## src/rtl/nsel_pkg.sv

```systemverilog
package nsel_pkg;
  localparam int CODE_W   = 3;
  localparam int CODE_LSB = 1;
  localparam int CODE_MSB = CODE_LSB + CODE_W - 1;

  typedef logic [CODE_W-1:0] code_t;

  typedef enum logic [CODE_W-1:0] {
    CODE_STD_C  = 3'd0,
    CODE_ALT_C  = 3'd1,
    CODE_PURE16 = 3'd2
  } std_code_e;
endpackage

```

## src/rtl/nsel_rst_sync.sv

```systemverilog
module nsel_rst_sync (
  input  logic clk,
  input  logic rst_n,
  output logic rst_core_n
);
  logic stg_q;

  always_ff @(posedge clk or negedge rst_n) begin
    if (!rst_n) begin
      stg_q      <= 1'b0;
      rst_core_n <= 1'b0;
    end else begin
      stg_q      <= 1'b1;
      rst_core_n <= stg_q;
    end
  end
endmodule

```

## src/rtl/nsel_wr_check.sv

```systemverilog
module nsel_wr_check
  import nsel_pkg::*;
#(
  parameter int          DATA_W     = 8,
  parameter logic [7:0]  LEGAL_MASK = 8'h07
) (
  input  logic [DATA_W-1:0] wdata,
  output code_t             code,
  output logic              legal
);
  logic pad_ok;

  always_comb begin
    code   = wdata[CODE_MSB:CODE_LSB];
    pad_ok = (wdata[0] == 1'b0) && (wdata[DATA_W-1:CODE_MSB+1] == '0);
    legal  = pad_ok && LEGAL_MASK[code];
  end
endmodule

```

## src/rtl/nsel_trap_tbl.sv

```systemverilog
module nsel_trap_tbl
  import nsel_pkg::*;
#(
  parameter int NUM_VEC = 8,
  parameter int IDX_W   = $clog2(NUM_VEC)
) (
  input  logic             clk,
  input  logic             rst_n,
  input  logic             wr_en,
  input  logic [IDX_W-1:0] wr_idx,
  input  code_t            wr_code,
  input  logic [IDX_W-1:0] trap_idx,
  output code_t            trap_code,
  input  logic [IDX_W-1:0] rd_idx,
  output code_t            rd_code
);
  code_t ent [NUM_VEC];

  for (genvar g = 0; g < NUM_VEC; g++) begin : g_ent
    code_t ent_q;
    logic  ent_en;

    assign ent_en = wr_en && (wr_idx == IDX_W'(g));

    always_ff @(posedge clk or negedge rst_n) begin
      if (!rst_n)      ent_q <= '0;
      else if (ent_en) ent_q <= wr_code;
    end

    assign ent[g] = ent_q;
  end

  assign trap_code = ent[trap_idx];
  assign rd_code   = ent[rd_idx];
endmodule

```

## src/rtl/nsel_csr.sv

```systemverilog
module nsel_csr
  import nsel_pkg::*;
#(
  parameter int         DATA_W     = 8,
  parameter int         ADDR_W     = 4,
  parameter int         NUM_VEC    = 8,
  parameter logic [7:0] LEGAL_MASK = 8'h07
) (
  input  logic                       clk,
  input  logic                       rst_n,
  input  logic                       csr_we,
  input  logic [ADDR_W-1:0]          csr_addr,
  input  logic [DATA_W-1:0]          csr_wdata,
  output logic [DATA_W-1:0]          csr_rdata,
  output logic                       illegal_wr,
  input  logic                       trap_enter,
  input  logic [$clog2(NUM_VEC)-1:0] trap_cause,
  input  logic                       trap_exit,
  output logic [2:0]                 ns_sel
);
  localparam int IDX_W    = $clog2(NUM_VEC);
  localparam int ADR_ACT  = 0;
  localparam int ADR_SAVE = 1;
  localparam int TBL_BASE = 2;
  localparam int TBL_LAST = TBL_BASE + NUM_VEC - 1;

  function automatic logic [DATA_W-1:0] place(code_t c);
    logic [DATA_W-1:0] v;
    v = '0;
    v[CODE_MSB:CODE_LSB] = c;
    return v;
  endfunction

  logic             rst_core_n;
  code_t            sel_q, sel_d, last_q, last_d;
  logic             sel_en;
  code_t            wr_code, tbl_trap_code, tbl_rd_code;
  logic             wr_legal, hit_act, hit_save, hit_tbl, trap_any, wr_ok;
  logic [IDX_W-1:0] tbl_idx;

  nsel_rst_sync i_rst_sync (
    .clk        (clk),
    .rst_n      (rst_n),
    .rst_core_n (rst_core_n)
  );

  nsel_wr_check #(
    .DATA_W     (DATA_W),
    .LEGAL_MASK (LEGAL_MASK)
  ) i_wr_check (
    .wdata (csr_wdata),
    .code  (wr_code),
    .legal (wr_legal)
  );

  always_comb begin
    hit_act  = (csr_addr == ADDR_W'(ADR_ACT));
    hit_save = (csr_addr == ADDR_W'(ADR_SAVE));
    hit_tbl  = (csr_addr >= ADDR_W'(TBL_BASE)) && (csr_addr <= ADDR_W'(TBL_LAST));
    tbl_idx  = IDX_W'(csr_addr - ADDR_W'(TBL_BASE));
    trap_any = trap_enter || trap_exit;
    wr_ok    = csr_we && !trap_any && wr_legal && (hit_act || hit_tbl);
    illegal_wr = csr_we && !trap_any && !(wr_legal && (hit_act || hit_tbl));
  end

  nsel_trap_tbl #(
    .NUM_VEC (NUM_VEC),
    .IDX_W   (IDX_W)
  ) i_trap_tbl (
    .clk       (clk),
    .rst_n     (rst_core_n),
    .wr_en     (wr_ok && hit_tbl),
    .wr_idx    (tbl_idx),
    .wr_code   (wr_code),
    .trap_idx  (trap_cause),
    .trap_code (tbl_trap_code),
    .rd_idx    (tbl_idx),
    .rd_code   (tbl_rd_code)
  );

  // next state: trap entry, then trap return, then software write
  always_comb begin
    sel_d  = sel_q;
    last_d = last_q;
    sel_en = 1'b0;
    if (trap_enter) begin
      last_d = sel_q;
      sel_d  = tbl_trap_code;
      sel_en = 1'b1;
    end else if (trap_exit) begin
      sel_d  = last_q;
      sel_en = 1'b1;
    end else if (wr_ok && hit_act) begin
      sel_d  = wr_code;
      sel_en = 1'b1;
    end
  end

  always_ff @(posedge clk or negedge rst_core_n) begin
    if (!rst_core_n) begin
      sel_q  <= '0;
      last_q <= '0;
    end else begin
      if (sel_en)     sel_q  <= sel_d;
      if (trap_enter) last_q <= last_d;
    end
  end

  always_comb begin
    if (hit_act)       csr_rdata = place(sel_q);
    else if (hit_save) csr_rdata = place(last_q);
    else if (hit_tbl)  csr_rdata = place(tbl_rd_code);
    else               csr_rdata = '0;
  end

  assign ns_sel = sel_q;
endmodule

```

## config.mk

```make
export PLATFORM = sky130hd
export DESIGN_NAME = nsel_csr
export DESIGN_NICKNAME = d
export VERILOG_FILES = /design/src/rtl/nsel_pkg.sv /design/src/rtl/nsel_rst_sync.sv /design/src/rtl/nsel_wr_check.sv /design/src/rtl/nsel_trap_tbl.sv /design/src/rtl/nsel_csr.sv
export SDC_FILE = /design/constraint.sdc
export NUM_CORES = 1
export LEC_CHECK = 0
export CAP_MARGIN = 5
export CORE_ASPECT_RATIO = 0.7
export CORE_MARGIN = 2
export CORE_UTILIZATION = 30
export DETAILED_ROUTE_END_ITERATION = 8
export DONT_BUFFER_PORTS = 1
export SLEW_MARGIN = 20
export SYNTH_ARGS = -nofsm -noshare
export SYNTH_HDL_FRONTEND = slang
export SYNTH_SLANG_ARGS = --single-unit
```

## constraint.sdc

```tcl
create_clock -name clk -period 2.1 [get_ports clk]
set_clock_uncertainty 0.1 [all_clocks]
set_input_delay 0.21 -clock clk [delete_from_list [all_inputs] [get_ports clk]]
set_output_delay 0.21 -clock clk [all_outputs]
set_load 0.01 [all_outputs]
```

==> results by stage <==
Synthesis:
- The count of flip-flops with a built-in enable after synthesis is 0.
- The count of different cell masters after synthesis is 40.
- The synthesized netlist devotes around 7.4% of its cell area to compound gates.
- The multiplexer share of the synthesized area is 28.5%.
- The synthesized netlist devotes 0% of its cell area to adder and majority cells.
- The synthesized instance count is ~160.
- The most used flip-flop cell after synthesis is sky130_fd_sc_hd__dfrtp_1.
- In the synthesized netlist the async set-or-reset flop fraction comes to 100%.
- Summing the areas of all xor and xnor instances in the mapped netlist gives 0.461% of the synthesized area.
- The fraction of the mapped netlist area in simple logic gates is between 10% and 20%.
- The number of warnings issued by yosys is 0.
- The mapped netlist covers between 1500 and 2000 um2.
- The number of storage elements in the synthesis netlist is 32.
- After synthesis, flip-flops and latches occupy a little over two fifths of the total area.
- By area, the combinational part of the netlist is dominated by multiplexers.
- A synthesized cell averages between 10 and 15 um2.

Critical path:
- The critical path goes through inv_1 -> o21bai_1 -> a222oi_1 -> o31ai_1 -> mux2_2.
- The buffering stage count on the worst path with inverters included is 1.
- The category of the most critical setup path is register to output port.
- The slowest stage cell on the critical path is sky130_fd_sc_hd__dfrtp_1.
- The number of cells on the worst reg-to-reg path is 3.
- The worst setup path is captured at an output port.
- The category of cells accounting for the largest share of critical-path delay is compound AO/OA/AOI/OAI gates.
- The critical path runs through a total of 5 cells.
- The setup slack of the most critical reg-to-reg path is 0.39 ns.
- The peak fanout along the critical path is 2.
- The largest single stage delay on the critical path is between 0.3 and 0.4 ns.
- Data on the critical path is required at its endpoint by between 1.5 and 2 ns.
- At the worst endpoint, the arrival time is 1.57 ns.
- The startpoint type of the worst setup path is a register.

Global route:
- The number of antenna violations at the first check in global routing is 0.
- The number of global-route vias before repair came to 1289.
- The largest net degree at the start of global routing is 31.
- The wire length of the first global-routing pass is 7100 um.
- The global-route usage over all layers is around an eighth.
- The total congestion overflow after global routing is 0.

Finish:
- The fraction of final layout cells with drive strength greater than 1 is between 30 and 40%.
- The area overhead of the layout relative to synthesis is 9.82%.
- The number of nets at the end of the flow is ~180.
- The antenna diode count is 0.
- The summed area of non-filler cells in the final layout is ~2100 um2.

Place:
- The count of buffers added on input and output ports is 0.
- The detailed placement HPWL is around 3100 um.
- Routability-driven placement finished with a final weighted congestion of 0.803.
- The placed standard-cell area is about 2000 um2.

STA:
- The final count of pins violating max slew is 0.
- Setup repair after global routing left no endpoint under its margin.
- Subtracting the final worst setup slack from the clock period gives about 1.9 ns.
- Summed over all failing endpoints, the final setup total negative slack is 0 ns.
- The number of endpoints with negative hold slack in the final report came to 0.
- After layout, the worst path uses 89.5% of the clock period.
- Static timing analysis puts the maximum clock frequency at between 500 and 600 MHz.
- Setup violations remaining at the end of the flow were counted as 0.

Routing:
- The final wirelength is 4290 um.
- The via count is about 1200.
- Dividing the detail-routed wire length by the instance count gives 17.9 um.
- For this run, design rule violations remaining after detail routing come to 0.
- The first-iteration detailed-routing DRC count is between 50 and 60.
- The antenna violation net count after detailed routing is 0.
- Before antenna repair, the detailed router went through 4 iterations.
- The routed via count divided by cell count is 5.21.

Worst hold path:
- The worst hold path passes through 2 cells.
- In this run the worst hold path is classified as input port to register.

Die:
- The area of the core is 6190 um2.
- The total I/O pin count is 32.
- The number of rows in the core area is 24.
- From bottom edge to top edge, the die measures ~70 um.
- The die is 99.1 um wide.
- For this configuration, the core starts out at a cell density of 30.7%.
- The floorplan step defined a die boundary enclosing approximately 7000 um2.

Clock tree:
- The clock transition time at the flip-flop clock pins of the worst setup and hold paths is ~0.07 ns.
- The number of H-tree levels is 2.
- The cell sitting at the root of the clock tree is a sky130_fd_sc_hd__clkbuf_8.
- For this design, the sink count on the clock tree is 32.
- Clock tree synthesis inserted a total of 5 buffers.
- TritonCTS built the clock tree.
- The post-CTS setup buffer count is 0.
- The number of gates resized after CTS was 0.
- The number of buffers inserted for hold repair after clock tree synthesis is 4.
- The worst-skew pair later-pin latency is a little under 0.3 ns.
- The clock passes through at most 2 buffers.

Pwr:
- The power density over the cells is slightly above 600 nW/um2.
- The portion of total power attributed to combinational logic is ~8%.
- The switching power share of the total is ~23%.
- The worst-case IR drop observed on VDD is ~290 uV.
- The clock network accounts for 40.7% of the total power.
- Internal power comes to 976 uW.
- The analysis attributes to cell leakage a power of roughly 0.9 nW.
- Sequential cells burn approximately half of the power.
- The switching power is ~280 uW.

Run status:
- The flow ran to the end, and the final reports show no timing, DRC or antenna violations.

Job:
- The number of max-cap violations is 0.
## power by group through the flow
stage	combinational [mW]	clock (mW)	sequential, mW
2_1_floorplan	0.102	0	0.663
3_3_place_gp	0.0883	0	0.659
3_5_place_dp	0.0889	0	0.659
4_1_cts	0.102	0.533	0.647
5_1_grt	0.114	0.555	0.649
6_report	0.101	0.513	0.647
## registers in the layout (all words and copies together) (netlist names)
name,cells
i_rst_sync.stg_q,1
ns_sel,3
i_trap_tbl.g_ent.ent_q,24
i_rst_sync.rst_core_n,1
last_q,3
## metal layers
metal	GRT usage [%]	wire (um)	up-vias	share of wire, %
met2	17.8	1720	31	40
met1	20.7	2220	632	52
met4	4.11	54	0	1.3
li1	-	-	574	-
met5	0	0	-	0
met3	3.95	286	7	6.7
## final timing paths
path / start / endpoint
setup / recovery: i_trap_tbl.g_ent[6].ent_q[1] / csr_rdata[2]
max in group asynchronous: i_rst_sync.rst_core_n / last_q[0]
setup reg to reg: i_trap_tbl.g_ent[2].ent_q[0] / ns_sel[0]
min in group asynchronous: rst_n / i_rst_sync.stg_q
hold / removal: csr_addr[1] / i_trap_tbl.g_ent[3].ent_q[2]
hold reg to reg: i_rst_sync.rst_core_n / i_trap_tbl.g_ent[4].ent_q[0]
## cells in the mapped netlist, types with 2 or more instances
master | n | area share, %
sky130_fd_sc_hd__nand2_1 | 10 | 2.0
sky130_fd_sc_hd__nor2b_1 | 8 | 2.6
sky130_fd_sc_hd__and2_1 | 4 | 1.3
sky130_fd_sc_hd__conb_1 | 2 | 0.40
sky130_fd_sc_hd__buf_1 | 2 | 0.40
sky130_fd_sc_hd__nor3b_2 | 2 | 1.3
sky130_fd_sc_hd__nand3_1 | 2 | 0.53
sky130_fd_sc_hd__a22oi_1 | 3 | 1.2
sky130_fd_sc_hd__nand2b_1 | 3 | 0.99
sky130_fd_sc_hd__nor3_1 | 4 | 1.1
sky130_fd_sc_hd__mux2_2 | 25 | 15
sky130_fd_sc_hd__buf_4 | 5 | 2.0
sky130_fd_sc_hd__a221o_1 | 3 | 1.6
sky130_fd_sc_hd__dfrtp_1 | 32 | 42
sky130_fd_sc_hd__mux4_2 | 8 | 9.5
sky130_fd_sc_hd__mux2_4 | 2 | 1.6
sky130_fd_sc_hd__nor2_1 | 4 | 0.79
sky130_fd_sc_hd__clkbuf_1 | 7 | 1.4
sky130_fd_sc_hd__o22ai_1 | 2 | 0.66
sky130_fd_sc_hd__mux2i_1 | 5 | 2.6
sky130_fd_sc_hd__buf_2 | 2 | 0.53
sky130_fd_sc_hd__o21ai_0 | 5 | 1.3
sky130_fd_sc_hd__nand4_1 | 2 | 0.66
## stage by stage
stage	hold slack [ns]	utilization, %	setup slack [ns]	instances	power, mW
2_1_floorplan	-0.186	-	0.0606	163	0.765
3_3_place_gp	-0.186	31.5	0.0949	228	0.748
3_5_place_dp	-0.186	31.5	0.0593	228	0.748
4_1_cts	0.00883	33.7	0.217	239	1.28
5_1_grt	0.0101	33.7	0.114	239	1.32
6_report	0.0183	33.7	0.221	239	1.26
## worst reg2reg max path: cells and delay by family (launching register included)
family          cells  cell delay [ns]
flops               1             0.41
compound gates      1             0.34
mux                 2             0.73
## cells in the final DEF, fill, tap and decap left out, types with 2 or more instances in the layout
| master | instances |
|---|---|
| sky130_fd_sc_hd__nand4_1 | 2 |
| sky130_fd_sc_hd__o21ai_0 | 5 |
| sky130_fd_sc_hd__buf_4 | 4 |
| sky130_fd_sc_hd__conb_1 | 6 |
| sky130_fd_sc_hd__a22oi_1 | 3 |
| sky130_fd_sc_hd__nand3_1 | 2 |
| sky130_fd_sc_hd__and2_1 | 4 |
| sky130_fd_sc_hd__nor3_1 | 4 |
| sky130_fd_sc_hd__dlygate4sd3_1 | 4 |
| sky130_fd_sc_hd__a221o_1 | 3 |
| sky130_fd_sc_hd__mux2i_1 | 5 |
| sky130_fd_sc_hd__clkbuf_8 | 7 |
| sky130_fd_sc_hd__nand2_1 | 10 |
| sky130_fd_sc_hd__o22ai_1 | 2 |
| sky130_fd_sc_hd__nor2b_1 | 8 |
| sky130_fd_sc_hd__nor3b_2 | 2 |
| sky130_fd_sc_hd__mux2_4 | 2 |
| sky130_fd_sc_hd__mux2_2 | 25 |
| sky130_fd_sc_hd__dfrtp_1 | 32 |
| sky130_fd_sc_hd__nor2_1 | 4 |
| sky130_fd_sc_hd__mux4_2 | 8 |
| sky130_fd_sc_hd__nand2b_1 | 3 |
## area by class of cell
class,instances,area (um2)
clock buffers,7,96.3
repair buffers,8,70.1
fillers,625,4100
flip-flops and latches,32,801
multi-input cells,113,1020
well taps,78,97.6
inverters,1,3.75
## kinds of logic (layout without fill, tap and decap cells)
group,count (synthesis),after routing
simple gates,48,48
mux,40,40
flops,32,32
compound gates,18,18
buf+inv,18,16
other cells,2,6
xor+xnor,1,1
No activity file was read; power rests on OpenSTA's default activity.
